--- src/rtl/chan_fifo_pkg.sv ---
// Shared constants and types for the serial channel buffer pair.
// Assumes: flag bit positions are fixed (0 parity, 1 framing, 2 break).
package chan_fifo_pkg;
    localparam int FLAG_W = 3;

    typedef struct packed {
        logic brk;
        logic frame;
        logic parity;
    } rx_flags_t;
endpackage

--- src/rtl/byte_ring.sv ---
// Circular buffer with an occupancy count and a registered output word.
// Assumes: DEPTH is a power of two; pushes into a full buffer and pops of
// an empty buffer are ignored; clr outranks push and pop.
module byte_ring #(
    parameter int DEPTH = 32,
    parameter int W     = 8,
    localparam int AW   = $clog2(DEPTH),
    localparam int LW   = $clog2(DEPTH + 1)
) (
    input  logic          clk,
    input  logic          rst_n,
    input  logic          clr,
    input  logic          push,
    input  logic [W-1:0]  din,
    input  logic          pop,
    output logic [W-1:0]  dout,
    output logic [LW-1:0] level
);
    logic [W-1:0]  mem [DEPTH];
    logic [AW-1:0] wr_ptr, rd_ptr;
    logic          is_full, is_empty, do_push, do_pop;

    assign is_full  = (level == LW'(DEPTH));
    assign is_empty = (level == '0);
    assign do_push  = push && !is_full && !clr;
    assign do_pop   = pop && !is_empty && !clr;

    // Storage write; no reset needed since occupancy guards every read.
    always_ff @(posedge clk) begin
        if (do_push) mem[wr_ptr] <= din;
    end

    // Pointers, occupancy and the output word.
    always_ff @(posedge clk) begin
        if (!rst_n) begin
            wr_ptr <= '0;
            rd_ptr <= '0;
            level  <= '0;
            dout   <= '0;
        end else if (clr) begin
            wr_ptr <= '0;
            rd_ptr <= '0;
            level  <= '0;
        end else begin
            if (do_push) wr_ptr <= wr_ptr + AW'(1);
            if (do_pop) begin
                rd_ptr <= rd_ptr + AW'(1);
                dout   <= mem[rd_ptr];
            end
            case ({do_push, do_pop})
                2'b10:   level <= level + LW'(1);
                2'b01:   level <= level - LW'(1);
                default: level <= level;
            endcase
        end
    end

    assert_level_bound_R3: assert property (@(posedge clk) disable iff (!rst_n)
        level <= LW'(DEPTH));
    assert_empty_pop_hold_R5: assert property (@(posedge clk) disable iff (!rst_n)
        (pop && is_empty && !push && !clr) |=> ($stable(dout) && level == '0));
    assert_clear_empties_R11: assert property (@(posedge clk) disable iff (!rst_n)
        clr |=> (level == '0));
endmodule

--- src/rtl/pin_sync.sv ---
// Multi-stage synchronizer for an asynchronous input pin.
// Assumes: STAGES >= 2; RST_VAL is the pin's inactive level.
module pin_sync #(
    parameter int   STAGES  = 2,
    parameter logic RST_VAL = 1'b1
) (
    input  logic clk,
    input  logic rst_n,
    input  logic d,
    output logic q
);
    logic [STAGES-1:0] stg;

    for (genvar g = 0; g < STAGES; g++) begin : g_stage
        // One flop of the chain; the first samples the pin.
        always_ff @(posedge clk) begin
            if (!rst_n)      stg[g] <= RST_VAL;
            else if (g == 0) stg[g] <= d;
            else             stg[g] <= stg[(g == 0) ? 0 : g - 1];
        end
    end

    assign q = stg[STAGES-1];
endmodule

--- src/rtl/rts_ctrl.sv ---
// Drives the active-low request-to-send pin from the receive occupancy
// or from a manual bit. Assumes: thr is at most DEPTH.
module rts_ctrl #(
    parameter int LW = 6
) (
    input  logic          clk,
    input  logic          rst_n,
    input  logic          auto_en,
    input  logic          sw_rts,
    input  logic [LW-1:0] level,
    input  logic [LW-1:0] thr,
    output logic          rts_n
);
    // Registered pin value: high (stop) at or above threshold in auto mode.
    always_ff @(posedge clk) begin
        if (!rst_n)       rts_n <= 1'b1;
        else if (auto_en) rts_n <= (level >= thr);
        else              rts_n <= !sw_rts;
    end

    assert_rts_stops_R7: assert property (@(posedge clk) disable iff (!rst_n)
        (auto_en && level >= thr) |=> rts_n);
    assert_rts_manual_R8: assert property (@(posedge clk) disable iff (!rst_n)
        (!auto_en && sw_rts) |=> !rts_n);
endmodule

--- src/rtl/chan_fifo_flow.sv ---
// Receive and transmit buffers for one serial channel, with an automatic
// request-to-send and clear-to-send handshake.
// Assumes: rx_trig and rts_thr <= DEPTH; the shifter treats each tx_start
// pulse as one character.
module chan_fifo_flow #(
    parameter int DEPTH       = 32,
    parameter int DATA_W      = 8,
    parameter int SYNC_STAGES = 2,
    localparam int FW         = chan_fifo_pkg::FLAG_W,
    localparam int LW         = $clog2(DEPTH + 1)
) (
    input  logic              clk,
    input  logic              rst_n,
    input  logic              fifo_clr,
    input  logic              rx_push,
    input  logic [DATA_W-1:0] rx_din,
    input  logic [FW-1:0]     rx_err_in,
    input  logic              rx_pop,
    output logic [DATA_W-1:0] rx_dout,
    output logic [FW-1:0]     rx_err_out,
    output logic [LW-1:0]     rx_level,
    input  logic [LW-1:0]     rx_trig,
    output logic              rx_req,
    input  logic              lsr_rd,
    output logic              rx_ovr,
    input  logic              tx_push,
    input  logic [DATA_W-1:0] tx_din,
    output logic [LW-1:0]     tx_level,
    input  logic              tx_ready,
    output logic              tx_start,
    output logic [DATA_W-1:0] tx_char,
    input  logic              auto_rts_en,
    input  logic              sw_rts,
    input  logic [LW-1:0]     rts_thr,
    output logic              rts_n,
    input  logic              auto_cts_en,
    input  logic              cts_n
);
    import chan_fifo_pkg::*;

    rx_flags_t                rx_flags_in;
    logic [DATA_W+FW-1:0]     rx_word_in, rx_word_out;
    logic                     rx_full, tx_empty, cts_n_s, cts_ok, grant;

    assign rx_flags_in = rx_flags_t'(rx_err_in);
    assign rx_word_in  = {rx_flags_in, rx_din};
    assign rx_dout     = rx_word_out[DATA_W-1:0];
    assign rx_err_out  = rx_word_out[DATA_W+FW-1:DATA_W];
    assign rx_full     = (rx_level == LW'(DEPTH));
    assign rx_req      = (rx_level != '0) && (rx_level >= rx_trig);

    byte_ring #(.DEPTH(DEPTH), .W(DATA_W + FW)) u_rx_ring (
        .clk(clk), .rst_n(rst_n), .clr(fifo_clr),
        .push(rx_push), .din(rx_word_in), .pop(rx_pop),
        .dout(rx_word_out), .level(rx_level)
    );

    // Sticky overrun: a dropped push sets it, a status read clears it.
    always_ff @(posedge clk) begin
        if (!rst_n)                              rx_ovr <= 1'b0;
        else if (rx_push && rx_full && !fifo_clr) rx_ovr <= 1'b1;
        else if (lsr_rd)                         rx_ovr <= 1'b0;
    end

    rts_ctrl #(.LW(LW)) u_rts (
        .clk(clk), .rst_n(rst_n), .auto_en(auto_rts_en), .sw_rts(sw_rts),
        .level(rx_level), .thr(rts_thr), .rts_n(rts_n)
    );

    pin_sync #(.STAGES(SYNC_STAGES), .RST_VAL(1'b1)) u_cts_sync (
        .clk(clk), .rst_n(rst_n), .d(cts_n), .q(cts_n_s)
    );

    assign tx_empty = (tx_level == '0);
    assign cts_ok   = !auto_cts_en || !cts_n_s;
    assign grant    = tx_ready && !tx_empty && cts_ok && !tx_start && !fifo_clr;

    byte_ring #(.DEPTH(DEPTH), .W(DATA_W)) u_tx_ring (
        .clk(clk), .rst_n(rst_n), .clr(fifo_clr),
        .push(tx_push), .din(tx_din), .pop(grant),
        .dout(tx_char), .level(tx_level)
    );

    // Launch pulse, aligned with the character loaded into tx_char.
    always_ff @(posedge clk) begin
        if (!rst_n) tx_start <= 1'b0;
        else        tx_start <= grant;
    end

    assert_overrun_sets_R4: assert property (@(posedge clk) disable iff (!rst_n)
        (rx_push && rx_full && !fifo_clr) |=> rx_ovr);
    assert_start_permitted_R10: assert property (@(posedge clk) disable iff (!rst_n)
        tx_start |-> $past(!auto_cts_en || !cts_n_s));
    assert_start_single_R9: assert property (@(posedge clk) disable iff (!rst_n)
        tx_start |=> !tx_start);
endmodule

--- config.mk ---
export PLATFORM = sky130hd
export DESIGN_NAME = chan_fifo_flow
export DESIGN_NICKNAME = d
export VERILOG_FILES = /design/src/rtl/chan_fifo_pkg.sv /design/src/rtl/byte_ring.sv /design/src/rtl/pin_sync.sv /design/src/rtl/rts_ctrl.sv /design/src/rtl/chan_fifo_flow.sv
export SDC_FILE = /design/constraint.sdc
export NUM_CORES = 1
export LEC_CHECK = 0
export CELL_PAD_IN_SITES_DETAIL_PLACEMENT = 1
export CELL_PAD_IN_SITES_GLOBAL_PLACEMENT = 2
export CORE_MARGIN = 5
export CORE_UTILIZATION = 44
export DETAILED_ROUTE_END_ITERATION = 10
export DONT_BUFFER_PORTS = 1
export PLACE_DENSITY_LB_ADDON = 0.1
export REMOVE_ABC_BUFFERS = 1
export SLEW_MARGIN = 20
export SYNTH_ARGS = -nofsm -noshare
export SYNTH_HDL_FRONTEND = slang
export SYNTH_SLANG_ARGS = --single-unit
--- constraint.sdc ---
create_clock -name clk -period 2.6 [get_ports clk]
set_input_delay 0.26 -clock clk [delete_from_list [all_inputs] [get_ports clk]]
set_output_delay 0.26 -clock clk [all_outputs]
set_load 0.005 [all_outputs]
==> qor.yml, run 1 <==
arrival_ns: 3.11
synthArstFlopShare_pct: 0
postSynthAreaPerCell_um2: 18.9
clock_latency_ns: 0.60
yosysWarnings: 0
cts_buffers: 71
synth_edf_count: 608
drc: 0
synth_area_leader_cell: "edfxtp_1"
clock_skew_ns: 0.0347
path_cells: "or4_4 > o31ai_4 > nor2_2 > inv_2 > ha_4 > buf_4 > ha_4 > nor4bb_1 > a211oi_1 > nand3_1 > xnor2_1 > nor2_1"
grt_pass1_vias: 14200
dp_cells: 2200
routedWlPerCell_um: 26.7
crit_path_top_delay_cell: "or4_4"
htree_levels: 3
drtAntennaViolNets: 0
yosys.area.top_type_share_pct: 69.4
area_growth_syn_to_layout_pct: 18.3
port_buffers: 0
hold_viol: 0
synth_ff_type: "edfxtp_1"
synthCells: 1394
num_vias: 13600
fin_ws_ns: -0.0531
rr_endpoint: "u_tx_ring.level[5]"
r2r_cells: 12
core_um2: 59100
antenna_found_initial: 0
stdcell_count: 2378
groute.usage.overall_pct: 19.7
rsz0062_at_grt: "true"
worstHoldPathType: "in2reg"
leakage_nw: 9.84
criticalPathCategory: "reg2reg"
worst_pin_slew_ns: 1.07
cts_sinks: 664
violations: "negative setup slack"
fin_crit_sh_pct: 102
drtIter0Drc: 1095
hold_ws_ns: 0.0336
totalPowerFinal_mw: 22.5
layout-drive-gt1-share_pct: 25.7
status: "finished, violations left"
clk_pin_slew_ns: 0.06
relSlewSlack_pct: 28.1
crit_required_ns: 3.05
r2r_start: "u_tx_ring.level[3]"
ys_seq_area_share_pct: 73.7
drt_first_pass_iters: 5
rrSetupSlack_ns: -0.05
path_delay_family: "simple AND/OR/NAND/NOR gates"
synth_cell_types: 54
fp-row-count: 89
netlist_area_um2: 26300
setup-violations-final: 4
power_density_nw_per_um2: 723
use_met3_pct: 3.49
ir_drop_uv: 573
startpoint_type: "flip-flop"
clockRootBuffer: "clkbuf_16"
fmax_mhz: 377
hpwl_um: 39500
cp_num_buf_inv: 2
grt_pass1_wl_um: 94300
start_util_pct: 44.5
fp.dieH_um: 254
hold_depth: 3
cts_tree: "done"
grt-busiest-layer: "met1"
die-area_um2: 64800
gr-usage-met2_pct: 29.5
final_nets: 1625
tns_ns: -0.0862
cpMostUsedCell: "ha_4"
slew_violations: 0
worst_hold_path.endpoint: "u_tx_ring.rd_ptr[1]"
post_drt_via_cell_ratio: 5.72
finalWirelength_um: 63400
max-cap-violations: 0
clockBufferDepth: 3
crit_path_end_kind: "flip-flop"
die_w_um: 254
grtUsageMet1_pct: 30.6
min_period_ns: 2.65
num_antenna_cells: 0
min-delay-start: "tx_ready"
slowest_delay_ns: 0.57
grt_max_degree: 33
crit_fanout: 6
synthTopCellsByArea: "edfxtp_1 69%, mux4_2 9.2%, dfxtp_1 4.3%, mux2i_1 3.0%, nor2_1 1.6%"
gp_congestion: 0.744
cp-startpoint: "u_tx_ring.level[3]"
ys_ff_latch: 664
overflow: 0
io_pins: 78
-- area by class of cell --
cell class / instances / area, um^2
Clock inverter: 31 / 379
Tap cell: 773 / 967
Inverter: 24 / 90.1
Fill cell: 5296 / 28000
Sequential cell: 664 / 19400
Clock buffer: 99 / 1980
Multi-Input combinational cell: 633 / 6650
Timing Repair Buffer: 154 / 1650
-- routing by layer --
metal  wire, um  up-vias
li1           -     5973
met1      29700     7214
met2      29200      332
met3       3620       74
met4        915        0
met5          0        -
-- power by group --
group	leakage, nW	switching [mW]	internal, mW
clock network	1.16	4.07	6.15
registers	5.93	0.0128	11.7
logic	2.75	0.356	0.231
total	9.84	4.44	18.0
-- through the flow --
step	utilization, %	instance area (um^2)	setup slack [ns]
after floorplan	-	25900	-3.24
after global placement	47.1	27900	-0.149
after detailed placement	47.1	27900	-0.290
after CTS	52.3	30900	-0.0224
after global routing	52.6	31100	-0.179
final	52.6	31100	-0.0531
-- cell usage in the layout, fill, tap and decap left out, types with 11 or more instances in the layout --
cell,synthesis,final
dlygate4sd3_1,0,26
inv_1,24,20
a22o_1,36,36
nor2_2,0,17
mux4_2,108,108
xor2_1,16,15
buf_4,12,93
a22oi_1,17,17
clkinv_2,0,11
dfxtp_1,56,49
buf_12,1,34
clkbuf_1,32,20
o221ai_1,19,19
edfxtp_1,608,608
nor2_1,114,97
ha_1,32,24
o22ai_1,17,17
nand2_1,19,19
clkbuf_16,0,73
mux2i_1,78,78
a2111oi_2,15,15
a21oi_1,53,48
-- synthesized netlist by cell type (all sizes together) (3+ instances only) --
cell     number
clkbuf       32
a22o         36
a21oi        54
nand2        20
a211oi        6
xor2         16
nand2b        6
a2111oi      17
nand4         7
o22ai        17
mux4        116
nor2b        11
inv          24
nor4b         3
dfxtp        56
a21o          5
nor2        114
o221ai       19
nand3         5
a22oi        17
xnor2         9
nand3b        9
ha           32
o21ai        11
buf          41
edfxtp      608
mux2i        78
-- timing repair --
action / 4_1_cts / 5_1_grt
setup buffers: 0 / 3
resized for setup: 14 / 24
setup endpoints to repair: 7 / 8
endpoints found under the hold margin: 614 / 0
pin swaps: 4 / 17
hold buffers: 45 / 0
-- worst register-to-register path, stage by stage, from the launching register on --
cell and delay [ns]:
dfxtp_2 0.32, or4_4 0.57, o31ai_4 0.29, nor2_2 0.08, inv_2 0.07, ha_4 0.17
buf_4 0.16, ha_4 0.21, nor4bb_1 0.14, a211oi_1 0.17, nand3_1 0.13, xnor2_1 0.18
nor2_1 0.05
-- cells by family (layout without fill, tap and decap cells) --
logic type                 Yosys count  in the layout  share of synthesized area, %
AOI/OAI and AO/OA                  188            188                          5.51
DFF                                664            664                          73.7
buffers and inverters               97            308                          1.83
and+or+nand+nor                    192            192                          3.44
muxes                              194            194                          13.0
adders and majority gates           34             34                          1.67
xor gates and xnor gates            25             25                         0.833
-- worst max-delay path by stage --
stage,cells after the start,end,slack [ns]
global placement,12,u_tx_ring.level[5],-0.15
finish,12,u_tx_ring.level[5],-0.05
detailed placement,12,u_tx_ring.level[5],-0.29
CTS,11,u_tx_ring.level[4],-0.02
global route,12,u_tx_ring.level[5],-0.18
floorplan,5,u_rx_ring.dout[0],-3.24
-- flip-flops by register name, summed over array words and instances, names as in the netlist, 6 cells and up --
register and flops:
u_tx_ring.mem 256, u_tx_ring.level 6, u_rx_ring.dout 11, u_tx_ring.dout 8, u_rx_ring.level 6, u_rx_ring.mem 352
Power figures use the tool's default switching activity.
==> inputs of run 2 (changes only) <==
- CORE_ASPECT_RATIO: unset -> 1.75
==> qor.yml, run 2 (synthesized netlist as in run 1, its figures left out) <==
status: "finished, violations left"
violations: "negative setup slack"
routedWlPerCell_um: 26.7
rsz0062_at_grt: "true"
layout-drive-gt1-share_pct: 26.0
min_period_ns: 2.65
power_density_nw_per_um2: 696
final_nets: 1621
cts_sinks: 664
groute.usage.overall_pct: 19.5
overflow: 0
htree_levels: 2
stdcell_count: 2374
crit_required_ns: 3.10
fp.dieH_um: 333
clock_latency_ns: 0.63
n_fill_cell: 5336
hold_viol: 0
clk_pin_slew_ns: 0.07
totalPowerFinal_mw: 21.4
num_antenna_cells: 0
grt_pass1_wl_um: 94800
criticalPathCategory: "reg2reg"
antenna_found_initial: 1
clock_skew_ns: 0.0205
ir_drop_uv: 627
slew_violations: 0
io_pins: 78
cts_tree: "done"
num_vias: 13200
arrival_ns: 3.15
hpwl_um: 42900
drtAntennaViolNets: 0
crit_fanout: 6
clockBufferDepth: 3
reg.largest.list: "u_rx_ring.mem (352), u_tx_ring.mem (256), u_rx_ring.dout (11)"
leakage_nw: 9.67
r2r_start: "u_rx_ring.level[4]"
grt_max_degree: 33
grt_pass1_vias: 14500
final_cell_mix: "608 x edfxtp_1, 108 x mux4_2, 104 x buf_4"
cp-startpoint: "u_rx_ring.level[4]"
gp_congestion: 0.784
post_drt_via_cell_ratio: 5.56
die-area_um2: 64900
largest_reg_flops: 352
crit_path_end_kind: "flip-flop"
layout_commonest_cell: "edfxtp_1"
fin_ws_ns: -0.0525
finalWirelength_um: 63500
fin_crit_sh_pct: 102
start_util_pct: 44.4
drt_first_pass_iters: 5
drtIter0Drc: 598
area_growth_syn_to_layout_pct: 17.0
fp-row-count: 118
place_ws_ns: -0.215
die_w_um: 195
setup-violations-final: 4
port_buffers: 0
fmax_mhz: 377
drc: 0
max-cap-violations: 0
tns_ns: -0.0835
dp_cells: 2203
startpoint_type: "flip-flop"
cts_buffers: 60
worst_pin_slew_ns: 0.991
clockRootBuffer: "clkbuf_16"
core_um2: 59200
worstHoldPathType: "in2reg"
regMostFlops: "u_rx_ring.mem"
min-delay-start: "rx_push"
relSlewSlack_pct: 33.7
-- run 2: final timing paths --
kind,end,slack [ns],cells after the start
max,u_rx_ring.level[5],-0.05,10
min,rx_ovr,0.05,3
max reg2reg,u_rx_ring.level[5],-0.05,10
min reg2reg,u_cts_sync.q,0.42,1
-- run 2: power breakdown --
| group | switching (mW) | internal, mW | leakage (nW) | total, mW |
|---|---|---|---|---|
| sequential | 0.0137 | 11.7 | 5.93 | 11.7 |
| clock | 3.87 | 5.27 | 0.974 | 9.13 |
| combinational | 0.361 | 0.242 | 2.77 | 0.604 |
| total | 4.24 | 17.2 | 9.67 | 21.4 |
-- run 2: critical path, stage by stage (launching register included) --
cell      delay [ns]
dfxtp_2         0.32
or4_4           0.57
o31ai_4         0.31
nor2_4          0.07
ha_4            0.21
ha_1            0.23
nor4_1          0.38
o21ai_2         0.11
o311ai_2        0.11
xnor2_1         0.15
nor2_1          0.05
-- run 2: timing repair --
action	CTS	global route
hold endpoints to repair	616	0
gates resized for setup	14	39
hold buffers	47	0
pin swaps	3	17
setup buffers	0	12
setup endpoints to repair	7	55
-- run 2: cell type report --
class                           instances  area [um^2]  area share (%)
Multi-Input combinational cell        633         6670            21.7
Tap cell                              780          976            3.17
Timing Repair Buffer                  161         1630            5.28
Sequential cell                       664        19400            63.0
Clock inverter                         32          399            1.30
Clock buffer                           80         1620            5.26
Inverter                               24         92.6           0.301
-- run 2: metrics by stage --
step,area [um^2],hold slack (ns),util (%)
6_report,30800,0.0497,52.0
5_1_grt,30800,0.0198,52.0
4_1_cts,30500,0.0125,51.5
3_5_place_dp,27800,0.340,46.9
3_3_place_gp,27800,0.342,46.9
2_1_floorplan,25900,0.333,-
-- run 2: metal layers --
layer	part of all wire, %	wire [um]	up-vias	global-route usage [%]
li1	-	-	5956	-
met1	35	22400	6915	20.8
met5	0.011	7	-	0
met4	3.3	2120	2	6.27
met2	58	37000	231	38.9
met3	3.2	2010	102	2.75
